File: src/rtl/gf7_sbox_pkg.sv
package gf7_sbox_pkg;

  localparam int GF_W        = 8;
  localparam int POLY_W      = GF_W + 1;
  localparam int IN_W        = GF_W + 2;
  localparam int ROWS        = 4;
  localparam int PIPE_STAGES = 6;

  typedef logic [GF_W-1:0]   gfElem_t;
  typedef logic [POLY_W-1:0] gfPoly_t;

  typedef struct packed {
    logic [PIPE_STAGES-1:0] stageLoad;
  } ctrlStrobes_t;

  typedef struct packed {
    gfElem_t acc;
    gfElem_t aVal;
    gfPoly_t poly;
  } stageData_t;

  function automatic gfElem_t rowOffset(input int boxId, input logic [1:0] row);
    int idx;
    idx = (boxId - 1) * ROWS + int'(row);
    case (idx)
      0:  return 8'd131;
      1:  return 8'd133;
      2:  return 8'd155;
      3:  return 8'd205;
      4:  return 8'd204;
      5:  return 8'd167;
      6:  return 8'd173;
      7:  return 8'd65;
      8:  return 8'd75;
      9:  return 8'd46;
      10: return 8'd212;
      11: return 8'd51;
      12: return 8'd234;
      13: return 8'd205;
      14: return 8'd46;
      15: return 8'd4;
      default: return '0;
    endcase
  endfunction

  function automatic gfPoly_t rowPoly(input int boxId, input logic [1:0] row);
    int idx;
    idx = (boxId - 1) * ROWS + int'(row);
    case (idx)
      0:  return 9'd333;
      1:  return 9'd313;
      2:  return 9'd505;
      3:  return 9'd369;
      4:  return 9'd379;
      5:  return 9'd375;
      6:  return 9'd319;
      7:  return 9'd391;
      8:  return 9'd361;
      9:  return 9'd445;
      10: return 9'd451;
      11: return 9'd397;
      12: return 9'd397;
      13: return 9'd425;
      14: return 9'd395;
      15: return 9'd505;
      default: return 9'd283;
    endcase
  endfunction

  // x^(2*GF_W) mod p, the constant that moves an operand into Montgomery form
  function automatic gfElem_t montR2(input gfPoly_t p);
    gfPoly_t r;
    r = gfPoly_t'(1);
    for (int i = 0; i < 2 * GF_W; i++) begin
      r = {r[GF_W-1:0], 1'b0};
      if (r[GF_W]) r = r ^ p;
    end
    return r[GF_W-1:0];
  endfunction

  // Bit-serial Montgomery product over GF(2): a*b*x^-GF_W mod p
  function automatic gfElem_t montMul(input gfElem_t a, input gfElem_t b, input gfPoly_t p);
    gfPoly_t acc;
    acc = '0;
    for (int k = 0; k < GF_W; k++) begin
      if (a[k]) acc = acc ^ {1'b0, b};
      if (acc[0]) acc = acc ^ p;
      acc = {1'b0, acc[GF_W:1]};
    end
    return acc[GF_W-1:0];
  endfunction

endpackage

File: src/rtl/gf7_sbox_ctrl.sv
module gf7_sbox_ctrl
  import gf7_sbox_pkg::*;
#(
  parameter int STAGES = PIPE_STAGES
) (
  input  logic         clk,
  input  logic         rstN,
  input  logic         inValid,
  output ctrlStrobes_t strobes,
  output logic         outValid
);

  logic [STAGES-1:0] vldPipe;

  always_ff @(posedge clk or negedge rstN) begin
    if (!rstN) vldPipe <= '0;
    else       vldPipe <= {vldPipe[STAGES-2:0], inValid};
  end

  always_comb begin
    strobes.stageLoad = {vldPipe[STAGES-2:0], inValid};
  end

  assign outValid = vldPipe[STAGES-1];

endmodule

File: src/rtl/gf7_sbox_dp.sv
module gf7_sbox_dp
  import gf7_sbox_pkg::*;
#(
  parameter int BOX_ID = 1
) (
  input  logic         clk,
  input  logic         rstN,
  input  ctrlStrobes_t strobes,
  input  logic [IN_W-1:0] inData,
  output gfElem_t      outData
);

  localparam int LAST = PIPE_STAGES - 1;

  gfElem_t offTbl  [ROWS];
  gfPoly_t polyTbl [ROWS];
  gfElem_t r2Tbl   [ROWS];

  for (genvar r = 0; r < ROWS; r++) begin : gRow
    assign offTbl[r]  = rowOffset(BOX_ID, 2'(r));
    assign polyTbl[r] = rowPoly(BOX_ID, 2'(r));
    assign r2Tbl[r]   = montR2(rowPoly(BOX_ID, 2'(r)));
  end

  logic [1:0] rowSel;
  gfElem_t    colIn;
  gfElem_t    selOff;
  gfElem_t    selR2;
  gfPoly_t    selPoly;
  gfElem_t    convIn;

  assign rowSel  = {inData[IN_W-1], inData[0]};
  assign colIn   = inData[IN_W-2:1];
  assign selOff  = offTbl[rowSel];
  assign selPoly = polyTbl[rowSel];
  assign selR2   = r2Tbl[rowSel];
  assign convIn  = montMul(colIn ^ selOff, selR2, selPoly);

  stageData_t pipe [LAST];
  gfElem_t    outReg;

  // stage 0: conversion into Montgomery form
  always_ff @(posedge clk or negedge rstN) begin
    if (!rstN)                      pipe[0] <= '0;
    else if (strobes.stageLoad[0])  pipe[0] <= '{acc: convIn, aVal: convIn, poly: selPoly};
  end

  // stages 1..LAST-1: square, times A, square, times A
  for (genvar i = 1; i < LAST; i++) begin : gStage
    localparam bit IS_SQUARE = (i % 2) == 1;
    gfElem_t opB;
    assign opB = IS_SQUARE ? pipe[i-1].acc : pipe[i-1].aVal;
    always_ff @(posedge clk or negedge rstN) begin
      if (!rstN) pipe[i] <= '0;
      else if (strobes.stageLoad[i])
        pipe[i] <= '{acc:  montMul(pipe[i-1].acc, opB, pipe[i-1].poly),
                     aVal: pipe[i-1].aVal,
                     poly: pipe[i-1].poly};
    end
  end

  // last stage: conversion out of Montgomery form (multiply by 1)
  always_ff @(posedge clk or negedge rstN) begin
    if (!rstN) outReg <= '0;
    else if (strobes.stageLoad[LAST])
      outReg <= montMul(pipe[LAST-1].acc, gfElem_t'(1), pipe[LAST-1].poly);
  end

  assign outData = outReg;

endmodule

File: src/rtl/gf7_sbox.sv
module gf7_sbox
  import gf7_sbox_pkg::*;
#(
  parameter int BOX_ID = 1
) (
  input  logic            clk,
  input  logic            rstN,
  input  logic            inValid,
  input  logic [IN_W-1:0] inData,
  output logic            outValid,
  output logic [GF_W-1:0] outData
);

  ctrlStrobes_t strobes;

  gf7_sbox_ctrl #(.STAGES(PIPE_STAGES)) uCtrl (
    .clk      (clk),
    .rstN     (rstN),
    .inValid  (inValid),
    .strobes  (strobes),
    .outValid (outValid)
  );

  gf7_sbox_dp #(.BOX_ID(BOX_ID)) uDp (
    .clk     (clk),
    .rstN    (rstN),
    .strobes (strobes),
    .inData  (inData),
    .outData (outData)
  );

endmodule

File: config.mk
export PLATFORM = sky130hd
export DESIGN_NAME = gf7_sbox
export DESIGN_NICKNAME = d
export VERILOG_FILES = /design/src/rtl/gf7_sbox_pkg.sv /design/src/rtl/gf7_sbox_ctrl.sv /design/src/rtl/gf7_sbox_dp.sv /design/src/rtl/gf7_sbox.sv
export SDC_FILE = /design/constraint.sdc
export NUM_CORES = 1
export LEC_CHECK = 0
export BUFFER_PORTS_ARGS = -buffer_cell sky130_fd_sc_hd__buf_2
export CAP_MARGIN = 20
export CORE_UTILIZATION = 40
export CTS_CLUSTER_DIAMETER = 40
export CTS_CLUSTER_SIZE = 40
export DETAILED_ROUTE_END_ITERATION = 10
export MAX_ROUTING_LAYER = met4
export SETUP_SLACK_MARGIN = 0.05
export SLEW_MARGIN = 25
export SYNTH_ARGS = -nofsm -noshare
export SYNTH_HDL_FRONTEND = slang
export SYNTH_HIERARCHICAL = 1
export SYNTH_SLANG_ARGS = --single-unit
File: constraint.sdc
create_clock -name clk -period 3.7 [get_ports clk]
set_input_delay 0.37 -clock clk [delete_from_list [all_inputs] [get_ports clk]]
set_output_delay 0.37 -clock clk [all_outputs]
set_load 0.005 [all_outputs]
Word level (Yosys, flattened, before mapping). Cells that the tools add are included.

Bits of input ports: 13. Bits in registers: 123. Output and inout bits: 9. Word-level logic and storage cells: 288.

Bitwise operators: 92. Muxes and demuxes: 180. $lt $le $gt $ge: 1.

Operator list (number): $mux 9 (160); $xor 9x9->9 (48); $xor 8x8->8 (36); $mux 8 (9); $bmux 8 s2 (2); $bmux 9 s2 (1); $mux 1 (8); $not 1->1 (7); $ge 3x3->1 const B (1); $not 2->3 (1).

Depth between registers and ports, before layout. Gate-level depths: netlist of the first run.

Word-level depth: 46. Gate-level depth with buffers: 17. Gate-level depth less buffers: 13.

Cells and area by module. Netlist of the first run, hierarchy kept.

Modules (own cells, without submodules): gf7_sbox_dp (instances 1, seq. area each 2552.4 sq um, cells each 1350, area an instance 11070.6 sq um); gf7_sbox_ctrl (instances 1, seq. area each 150.1 sq um, cells each 7, area an instance 157.7 sq um).

Worst setup path before layout of the first run. OpenSTA, ideal clock, no wires.

Path type: input -> register. Start: in inData[9]. End: reg uDp/pipe[114] (netlist name). Stages: 15. Setup time: 0.125 ns. Buffers on the path: 2. Data required time: 3.575 ns. Arrival time: 3.839 ns. Slack: -0.263 ns. Cell sequence: buf_2 > inv_2 > clkbuf_1 > ha_1 > nor2_4 > xnor3_1 > or3_1 > a21oi_1 > xnor3_1 > xnor2_2 > a211oi_1 > or2_4 > nor2_2 > xnor3_1 > mux2_2.

Elaborated cells between the ends (all ways): 42. Classes of those cells: 25 x mux; 17 x bitwise.

RTL lines: start: declaration (line gf7_sbox.sv:9) `input logic [IN_W-1:0] inData,`; $not 2->3 (not written as such) * (line gf7_sbox_dp.sv:35) `assign selPoly = polyTbl[rowSel];`; $bmux 9 s2 * (line gf7_sbox_dp.sv:35); $mux 9 (not written as such) * (2 in series) (line gf7_sbox_dp.sv:35); via uDp.selPoly[2] (line gf7_sbox_dp.sv:29) `gfPoly_t selPoly;`; $xor 9x9->9 (line gf7_sbox_pkg.sv:87) `if (acc[0]) acc = acc ^ p;`; $mux 9 (line gf7_sbox_pkg.sv:87); $xor 8x8->8 (line gf7_sbox_pkg.sv:86) `if (a[k]) acc = acc ^ {1'b0, b};`; $mux 9 (line gf7_sbox_pkg.sv:86); [... 16 more ...]; $xor 8x8->8 or $mux 9 (tied branches) (line gf7_sbox_pkg.sv:86, gf7_sbox_pkg.sv:87); $mux 9 * (line gf7_sbox_pkg.sv:86); $xor 9x9->9 or $mux 9 (tied branches) (line gf7_sbox_pkg.sv:87, gf7_sbox_pkg.sv:86); $mux 9 * (line gf7_sbox_pkg.sv:87); $xor 8x8->8 or $mux 9 (tied branches) (line gf7_sbox_pkg.sv:86, gf7_sbox_pkg.sv:87); $mux 9 * (line gf7_sbox_pkg.sv:86); $xor 9x9->9 or $mux 9 (tied branches) (line gf7_sbox_pkg.sv:87, gf7_sbox_pkg.sv:86); $mux 9 * (line gf7_sbox_pkg.sv:87); end: declaration (line gf7_sbox_dp.sv:39) `stageData_t pipe [LAST];`.

Mark *: on every way through the listed nets, which the timed path passes. The rest lies on a longest branch. The select of a mux whose other input is x is not followed. A chain may end at the register's enable or synchronous reset.

Final worst setup path of the first run.
Start: reg uDp/pipe[42] (netlist name). End: reg uDp/pipe[20] (netlist name).

Cells in the longest elaborated chain, start to end: 45. Elaborated cells between the ends (all ways): 46. Classes of those cells: 31 x mux; 15 x bitwise.

Ends and longest elaborated chain: start signal: indexed assignment (line gf7_sbox_dp.sv:56) `pipe[i] <= '{acc: montMul(pipe[i-1].acc, opB, pipe[i-1].poly),`; $mux 8 * (line gf7_sbox_pkg.sv:86); $mux 9 * (line gf7_sbox_dp.sv:55) `else if (strobes.stageLoad[i])`; $xor 9x9->9 (line gf7_sbox_pkg.sv:87); $mux 9 * (line gf7_sbox_pkg.sv:87); $mux 9 * (line gf7_sbox_dp.sv:55); $xor 8x8->8 (line gf7_sbox_pkg.sv:86); $mux 9 * (line gf7_sbox_pkg.sv:86); $mux 9 * (line gf7_sbox_dp.sv:55); [... 29 more ...]; $xor 9x9->9 or $mux 9 (tied branches) (line gf7_sbox_pkg.sv:87, gf7_sbox_dp.sv:55); $mux 9 * (line gf7_sbox_pkg.sv:87); $mux 9 * (line gf7_sbox_dp.sv:55); $xor 8x8->8 or $mux 9 (tied branches) (line gf7_sbox_pkg.sv:86, gf7_sbox_dp.sv:55); $mux 9 * (line gf7_sbox_pkg.sv:86); $mux 9 * (line gf7_sbox_dp.sv:55); $xor 9x9->9 or $mux 9 (tied branches) (line gf7_sbox_pkg.sv:87, gf7_sbox_dp.sv:55); $mux 9 * (line gf7_sbox_pkg.sv:87).

Every way passes the cells marked *; elsewhere a longest branch is shown, timed or not. The select of a mux whose other input is x is not followed.

==> run metrics, run 1 <==
outcome=completed; vias per cell=5.05; CTS Buf Count=9; Async S/R FF share, synth=100%; first-pass GRT wire length=43,900 um; worst reg2reg path startpoint=uDp/pipe[42]; RSZ-0062 raised after global routing=false; Die Area=28,700 sq um; Worst R2R Path Depth=11; Synth Warn #=6; latest clock arrival within the worst-skew pair=0.37 ns; Worst-path clk slew=0.08 ns; Mean Syn Cell Area=between 8 and 9 sq um; setup slack, reg-to-reg=0.27 ns; root buf cell=clkbuf_16; H-tree Lvls=3; post-synthesis instance area=around 11,000 sq um; Slew Limit Headroom=roughly 33%; setup TNS=0 ns; CP Data Arrival Time=around 3.7 ns; row cnt=60; Vias=8,750; first-pass iteration count of the detailed router=5; crit path time final=about 3.4 ns; largest net degree at the start of global routing=63; hold crit path type=in -> async; Setup CP Type=reg -> reg; Slew Limit Fails=0; leading cell type in the layout, fill and taps excluded=nand2_1; fillers=2,707; initial antenna violation count=0; placed wire-length estimate=19,000 um; #FFs+latches synth=approximately 110; dpl ws=0.0221 ns; Final GP Congestion=between 0.8 and 0.9; worst-margin pin slew=1.01 ns; final core utilization=45.0%; CTS Hold Buffers Added=0; kind of start point of the critical path=register; Worst Setup SP=uDp/pipe[42]; ANT nets after route=0; WL/cell=14.8 um; Initial Util=41.2%; Routed WL=between 20,000 and 30,000 um; Synthesized Nets=1,375; Total GRT Usage=between 10% and 20%; DR DRC count=0; clock skew=0.0127 ns; Synth-to-Final Area Change=9.19%; Synth Flop Type=dfrtp_1; Final Cycle Share=92.6%; Worst Path Max Fanout=9; number of nets in the layout=1,375; Max Root-Sink Buffers=2; Cell variety after synth=72; fmax=292 MHz; I/O Pins=22; Fin. Hold Viols=0; Inserted Diodes=0; CORE AREA=~27,000 sq um; max-cap violations=0; final setup fails=0; commonest non-fill, non-tap cells in the layout=331 x nand2_1, 283 x xnor2_1, 103 x dfrtp_1; vias in the first global route=8,429; PortBufs=21; Worst EP required=between 3 and 4 ns; fraction of layout cells with a size suffix above 1=16.7%; CTS tree=done; number of synthesized flops with an enable pin=0; CTS sink cnt=~110; detailed router's first-iteration violation count=544; Seq/Total Area, Yosys=approximately a quarter; Die Y-Extent=170 um; total congestion overflow=0; FF-to-FF End=uDp/pipe[20]; Final WS setup=0.274 ns; Worst Setup End Kind=register; Cells after Synth=1,357; die width=170 um
==> timing repair <==
| action | 4_1_cts | 5_1_grt |
|---|---|---|
| setup buffers | 0 | 1 |
| endpoints found under the setup margin | 0 | 8 |
| gates resized for setup | 0 | 5 |
==> logic make-up (layout without fill, tap and decap cells) <==
group / after synthesis / after routing / share of synthesized area (%)
compound gates: 126 / 126 / 7.14
xor+xnor: 406 / 406 / 36.1
fa+ha+maj: 5 / 5 / 0.557
buf+inv: 132 / 137 / 5.01
flops: 108 / 108 / 24.1
mux: 84 / 84 / 8.36
simple gates: 496 / 496 / 18.8
==> worst max-delay path: stages, from the launching register on <==
cell and delay [ns]:
dfrtp_1 0.55, nand2_1 0.11, xnor2_1 0.20, xnor3_1 0.45, xnor2_1 0.35, xor3_1 0.38
nand2_1 0.12, xnor3_1 0.51, xor2_1 0.20, nand2_1 0.08, xnor2_1 0.24, a21oi_1 0.10
==> metal layers <==
metal | up-vias | GRT usage [%] | wire length, um
li1 | 4343 | - | -
met1 | 4253 | 27.3 | 12900
met2 | 136 | 30.0 | 11600
met3 | 18 | 2.61 | 838
met4 | 0 | 4.03 | 233
met5 | - | - | 0
==> per-stage QoR <==
stage / area, sq um / hold WS (ns) / cells
3_3_place_gp: 11900 / 0.484 / 1717
6_report: 12300 / 0.0759 / 1734
4_1_cts: 12200 / 0.129 / 1733
3_5_place_dp: 11900 / 0.494 / 1717
5_1_grt: 12300 / 0.149 / 1734
2_1_floorplan: 11300 / 0.0744 / 1357
==> final cells by class <==
type | count | area [sq um] | area share [%]
Clock inverter | 5 | 65.1 | 0.531
Clock buffer | 11 | 253 | 2.06
Inverter | 25 | 93.8 | 0.765
Multi-Input combinational cell | 1117 | 8000 | 65.3
Sequential cell | 108 | 2710 | 22.1
Tap cell | 372 | 465 | 3.80
Timing Repair Buffer | 96 | 671 | 5.47
==> sequential cells by signal (all words and copies together), names as in the netlist <==
register / count
uDp/pipe: 70
uCtrl/vldPipe: 6
uDp/gStage.opB: 24
uDp/outData: 8
==> worst max path at each step <==
stage                                 endpoint  slack [ns]  cells past startpoint
after global placement           uDp/pipe[114]        0.03                     15
after detailed placement         uDp/pipe[114]        0.02                     15
after floorplan                  uDp/pipe[114]        0.07                     15
after CTS                 uDp/gStage[3].opB[3]        0.11                     11
final                             uDp/pipe[20]        0.27                     11
after global routing              uDp/pipe[20]        0.06                     11
==> Yosys cell counts (all sizes together) (5+ instances only) <==
| master | n | area [sq um] |
|---|---|---|
| nand2 | 332 | 1250 |
| xnor2 | 288 | 2580 |
| dfrtp | 108 | 2700 |
| xor2 | 90 | 830 |
| nor2 | 73 | 289 |
| mux2 | 72 | 811 |
| clkbuf | 71 | 268 |
| a21oi | 36 | 180 |
| buf | 36 | 201 |
| o21ai | 36 | 180 |
| inv | 25 | 93.8 |
| xnor3 | 25 | 568 |
| nand3 | 23 | 115 |
| nand2b | 15 | 93.8 |
| mux2i | 12 | 128 |
| nor3 | 12 | 65.1 |
| and2 | 9 | 56.3 |
| o21a | 7 | 52.6 |
| a211oi | 6 | 50.1 |
| nor2b | 6 | 37.5 |
| a22oi | 5 | 37.5 |
| ha | 5 | 62.6 |
| nor4 | 5 | 46.3 |
| o31ai | 5 | 37.5 |
| or3 | 5 | 31.3 |
Power of run 1 is not shown: default switching activity piles up to over one toggle a cycle in this logic, so the estimate is an artifact.
==> inputs of run 2 (changes only) <==
- clock period: 3.7 -> 3.81 ns (I/O delays scaled with it)
==> run metrics, run 2 (synthesis gave the netlist of run 1 again) <==
setup bufs post-CTS=0; total congestion overflow=0; max-cap violations=0; outcome=completed; Total GRT Usage=19.3%; setup TNS=0 ns; PortBufs=21; detailed router's first-iteration violation count=approximately 560; Biggest register=uDp/pipe; CTS tree=done; Slew Limit Headroom=35.1%; commonest non-fill, non-tap cells in the layout=331 x nand2_1, 283 x xnor2_1, 104 x dfrtp_1; WL/cell=roughly 15 um; Worst Path Max Fanout=12; Max Root-Sink Buffers=2; die width=between 150 and 200 um; leading cell type in the layout, fill and taps excluded=nand2_1; vias per cell=5.00; Fin. Hold Viols=0; hold crit path type=in -> async; H-tree Lvls=3; Vias=8,602; Slowest-stage cell, CP=dfrtp_1; CORE AREA=27,300 sq um; Critical Path Most Common Cell=xnor2_1; Final WS setup=0.330 ns; DR DRC count=0; Final GP Congestion=0.888; Worst Setup End Kind=register; CTS Buf Count=9; row cnt=60; initial antenna violation count=0; max reg flops=70; Die Y-Extent=170 um; Die Area=28,700 sq um; placed wire-length estimate=18,700 um; CP peak stage delay=slightly above 0.6 ns; number of nets in the layout=1,360; final setup fails=0; WL met3=693 um; crit path time final=~3.5 ns; first-pass GRT wire length=43,600 um; kind of start point of the critical path=register; root buf cell=clkbuf_16; vias in the first global route=8,454; ANT nets after route=0; latest clock arrival within the worst-skew pair=about 0.36 ns; M1 WL=approximately 13,000 um; top routing layer used=met4; Worst EP required=4.03 ns; first-pass iteration count of the detailed router=5; Final Cycle Share=91.3%; CTS sink cnt=108; fraction of layout cells with a size suffix above 1=15.2%; fillers=~2,700; largest net degree at the start of global routing=61; I/O Pins=22; worst-margin pin slew=0.973 ns; RSZ-0062 raised after global routing=false; critical-path cell list=a21bo_2, a221oi_1, o21ai_0, and2_1, xnor2_1, nand2b_1, xnor3_1, mux2_2, xnor2_1, xnor2_1, a21oi_1; Routed WL=25,400 um; Slew Limit Fails=0; CP Data Arrival Time=about 3.7 ns; dpl ws=approximately 0.063 ns; Setup CP Type=reg -> reg; Worst-path clk slew=0.08 ns; Inserted Diodes=0; Routed met2 length=between 10,000 and 15,000 um; setup slack, reg-to-reg=0.33 ns; Initial Util=41.2%; clock skew=between 0.01 and 0.015 ns; Synth-to-Final Area Change=7.61%; fmax=287 MHz
==> run 2: cell types whose count changed in the layout (fill, tap and decap cells not counted), sizes merged <==
cell | previous run | this run
buf | 96 | 81
clkinv | 2 | 1
bufinv | 1 | 0
clkinvlp | 0 | 1
inv | 27 | 28
==> run 2: area by class of cell <==
class	count	area, sq um	share of cell area [%]
clock inverters	5	42.5	0.352
flip-flops and latches	108	2710	22.4
well taps	372	465	3.85
multi-input cells	1117	7970	66.0
inverters	25	93.8	0.777
repair buffers	81	558	4.62
clock buffers	11	243	2.01
==> run 2: worst paths after layout <==
path	from	to	cells after the start
max	uDp/gStage[4].opB[2]	uDp/pipe[19]	11
min	rstN	uDp/pipe[52]	1
max reg2reg	uDp/gStage[4].opB[2]	uDp/pipe[19]	11
min reg2reg	uDp/pipe[65]	uDp/gStage[4].opB[6]	1
max in group asynchronous	rstN	uDp/pipe[94]	2
min in group clk	inValid	uCtrl/vldPipe[0]	1
==> run 2: timing repair <==
item,4_1_cts,5_1_grt
resized for setup,0,2
setup endpoints to repair,0,3
hold buffers,0,0
==> run 2: critical path: cells and delay by family (launching register included) <==
| kind | cells | cell delay [ns] |
|---|---|---|
| xor gates and xnor gates | 4 | 1.03 |
| AOI/OAI and AO/OA | 4 | 0.91 |
| DFF | 1 | 0.62 |
| muxes | 1 | 0.40 |
| and+or+nand+nor | 2 | 0.39 |
==> run 2: through the flow <==
step / std cells / utilization (%) / hold WS (ns) / area [sq um]
global placement: 1703 / 43.3 / 0.490 / 11800
floorplan: 1357 / - / 0.0854 / 11200
CTS: 1719 / 44.3 / 0.129 / 12100
global route: 1719 / 44.3 / 0.160 / 12100
detailed placement: 1703 / 43.3 / 0.499 / 11800
finish: 1719 / 44.3 / 0.0899 / 12100
==> run 2: per-layer routing <==
layer  global-route usage, %  vias up
li1                        -     4311
met1                    26.7     4157
met2                    30.2      117
met3                    2.50       17
met4                    4.19        0
met5                       -        -
Power of run 2 is left out for the same reason.
==> inputs of run 3 (changes only) <==
- CTS_BUF_LIST: not set -> sky130_fd_sc_hd__clkbuf_8
- RECOVER_POWER: not set -> 25
==> run metrics, run 3 (synthesis gave the netlist of run 1 again) <==
outcome=complete, but fails checks; failing checks=capacitance limit, slew limit; latest clock arrival within the worst-skew pair=slightly below 0.4 ns; root buf cell=clkbuf_8; fillers=between 2,000 and 3,000; final setup fails=0; DR DRC count=0; Critical Path Most Common Cell=xnor2_1; Slew Limit Fails=61; CTS Hold Buffers Added=0; die width=170 um; hold crit path type=in -> async; Initial Util=41.2%; setup TNS=0 ns; Worst-path clk slew=0.11 ns; Fin. Hold Viols=0; leading cell type in the layout, fill and taps excluded=nand2_1; Final Cycle Share=91.6%; ANT nets after route=0; first-pass GRT wire length=43,300 um; Setup CP Type=reg -> reg; clock skew=0.0225 ns; fraction of layout cells with a size suffix above 1=15.3%; CP Buf/Inv Count=0; row cnt=60; Inserted Diodes=0; Biggest register=uDp/pipe; Synth-to-Final Area Change=6.70%; first-pass iteration count of the detailed router=5; vias per cell=5.02; crit path time final=3.49 ns; max reg flops=70; Die Y-Extent=approximately 170 um; Final GP Congestion=0.888; setup slack, reg-to-reg=around 0.32 ns; number of nets in the layout=between 1,000 and 1,500; Worst Setup End Kind=register; I/O Pins=22; Routed WL=25,400 um; FF-to-FF End=uDp/pipe[19]; max-cap violations=1; CP peak stage delay=between 0.6 and 0.7 ns; Top Family by Delay on Critical Path=XOR/XNOR gates; H-tree Lvls=3; kind of start point of the critical path=register; Worst Path Max Fanout=12; total congestion overflow=0; Die Area=~29,000 sq um; CORE AREA=between 20,000 and 30,000 sq um; CP Data Arrival Time=between 3 and 4 ns; commonest non-fill, non-tap cells in the layout=331 x nand2_1, 283 x xnor2_1, 102 x dfrtp_1; critical-path cell list=a21bo_2, a221oi_1, o21ai_0, and2_1, xnor2_1, nand2b_1, xnor3_1, mux2_2, xnor2_1, xnor2_1, a21oi_1; initial antenna violation count=0; PortBufs=21; vias in the first global route=around 8,400; Vias=between 8,000 and 9,000; Worst R2R Path Depth=11; worst-margin pin slew=1.54 ns; CTS tree=done; Slew Limit Headroom=-2.65%; Max Root-Sink Buffers=2; placed wire-length estimate=between 15,000 and 20,000 um; Slowest-stage cell, CP=dfrtp_1; detailed router's first-iteration violation count=602; CTS sink cnt=about 110; fmax=around 290 MHz; worst reg2reg path startpoint=uDp/gStage[4].opB[2]; largest net degree at the start of global routing=61; Worst EP required=4.07 ns; RSZ-0062 raised after global routing=false; Total GRT Usage=19.1%; WL/cell=approximately 15 um; CTS Buf Count=9
[run 3: cell count changes in the layout (fill, tap and decap cells not counted)]
cell	change
dfrtp_2	+2
clkbuf_8	+9
dfrtp_1	-2
buf_4	-1
buf_2	-1
inv_1	+1
clkbuf_16	-9
clkbuf_2	+1
[run 3: layout make-up]
| type | count | area, sq um | area share, % |
|---|---|---|---|
| inverters | 25 | 93.8 | 0.783 |
| repair buffers | 81 | 554 | 4.63 |
| flip-flops and latches | 108 | 2710 | 22.6 |
| clock buffers | 10 | 138 | 1.15 |
| multi-input cells | 1117 | 7970 | 66.5 |
| clock inverters | 6 | 46.3 | 0.386 |
| well taps | 372 | 465 | 3.89 |
[run 3: per-stage QoR]
| step | setup WS, ns | cell area, sq um | util (%) | hold slack (ns) | instances |
|---|---|---|---|---|---|
| floorplan | 0.0734 | 11200 | - | 0.0854 | 1357 |
| global placement | 0.0658 | 11800 | 43.3 | 0.490 | 1703 |
| detailed placement | 0.0626 | 11800 | 43.3 | 0.499 | 1703 |
| CTS | 0.201 | 12000 | 43.9 | 0.0916 | 1719 |
| global route | 0.0551 | 12000 | 44.0 | 0.507 | 1719 |
| finish | 0.321 | 12000 | 44.0 | 0.357 | 1719 |
[run 3: how the worst max path moves through the flow]
stage | cells after the start | slack (ns) | startpoint | endpoint
after global placement | 14 | 0.07 | inData[0] | uDp/pipe[114]
after detailed placement | 14 | 0.06 | inData[0] | uDp/pipe[114]
after floorplan | 17 | 0.07 | inData[9] | uDp/pipe[114]
after global routing | 11 | 0.06 | uDp/gStage[2].opB[0] | uDp/gStage[3].opB[3]
after CTS | 11 | 0.20 | uDp/pipe[94] | uDp/gStage[3].opB[3]
final | 11 | 0.32 | uDp/gStage[4].opB[2] | uDp/pipe[19]
[run 3: metal layers]
layer | share of wire, % | vias to the layer above | track usage, %
li1 | - | 4308 | -
met1 | 51 | 4190 | 26.7
met2 | 45 | 121 | 29.8
met3 | 3.1 | 16 | 2.36
met4 | 0.87 | 0 | 3.64
met5 | 0 | - | -
[run 3: what timing repair did]
action / 4_1_cts / 5_1_grt
endpoints found under the setup margin: 0 / 4
resized for setup: 0 / 4
setup buffers: 0 / 0
Power of run 3 is left out for the same reason.
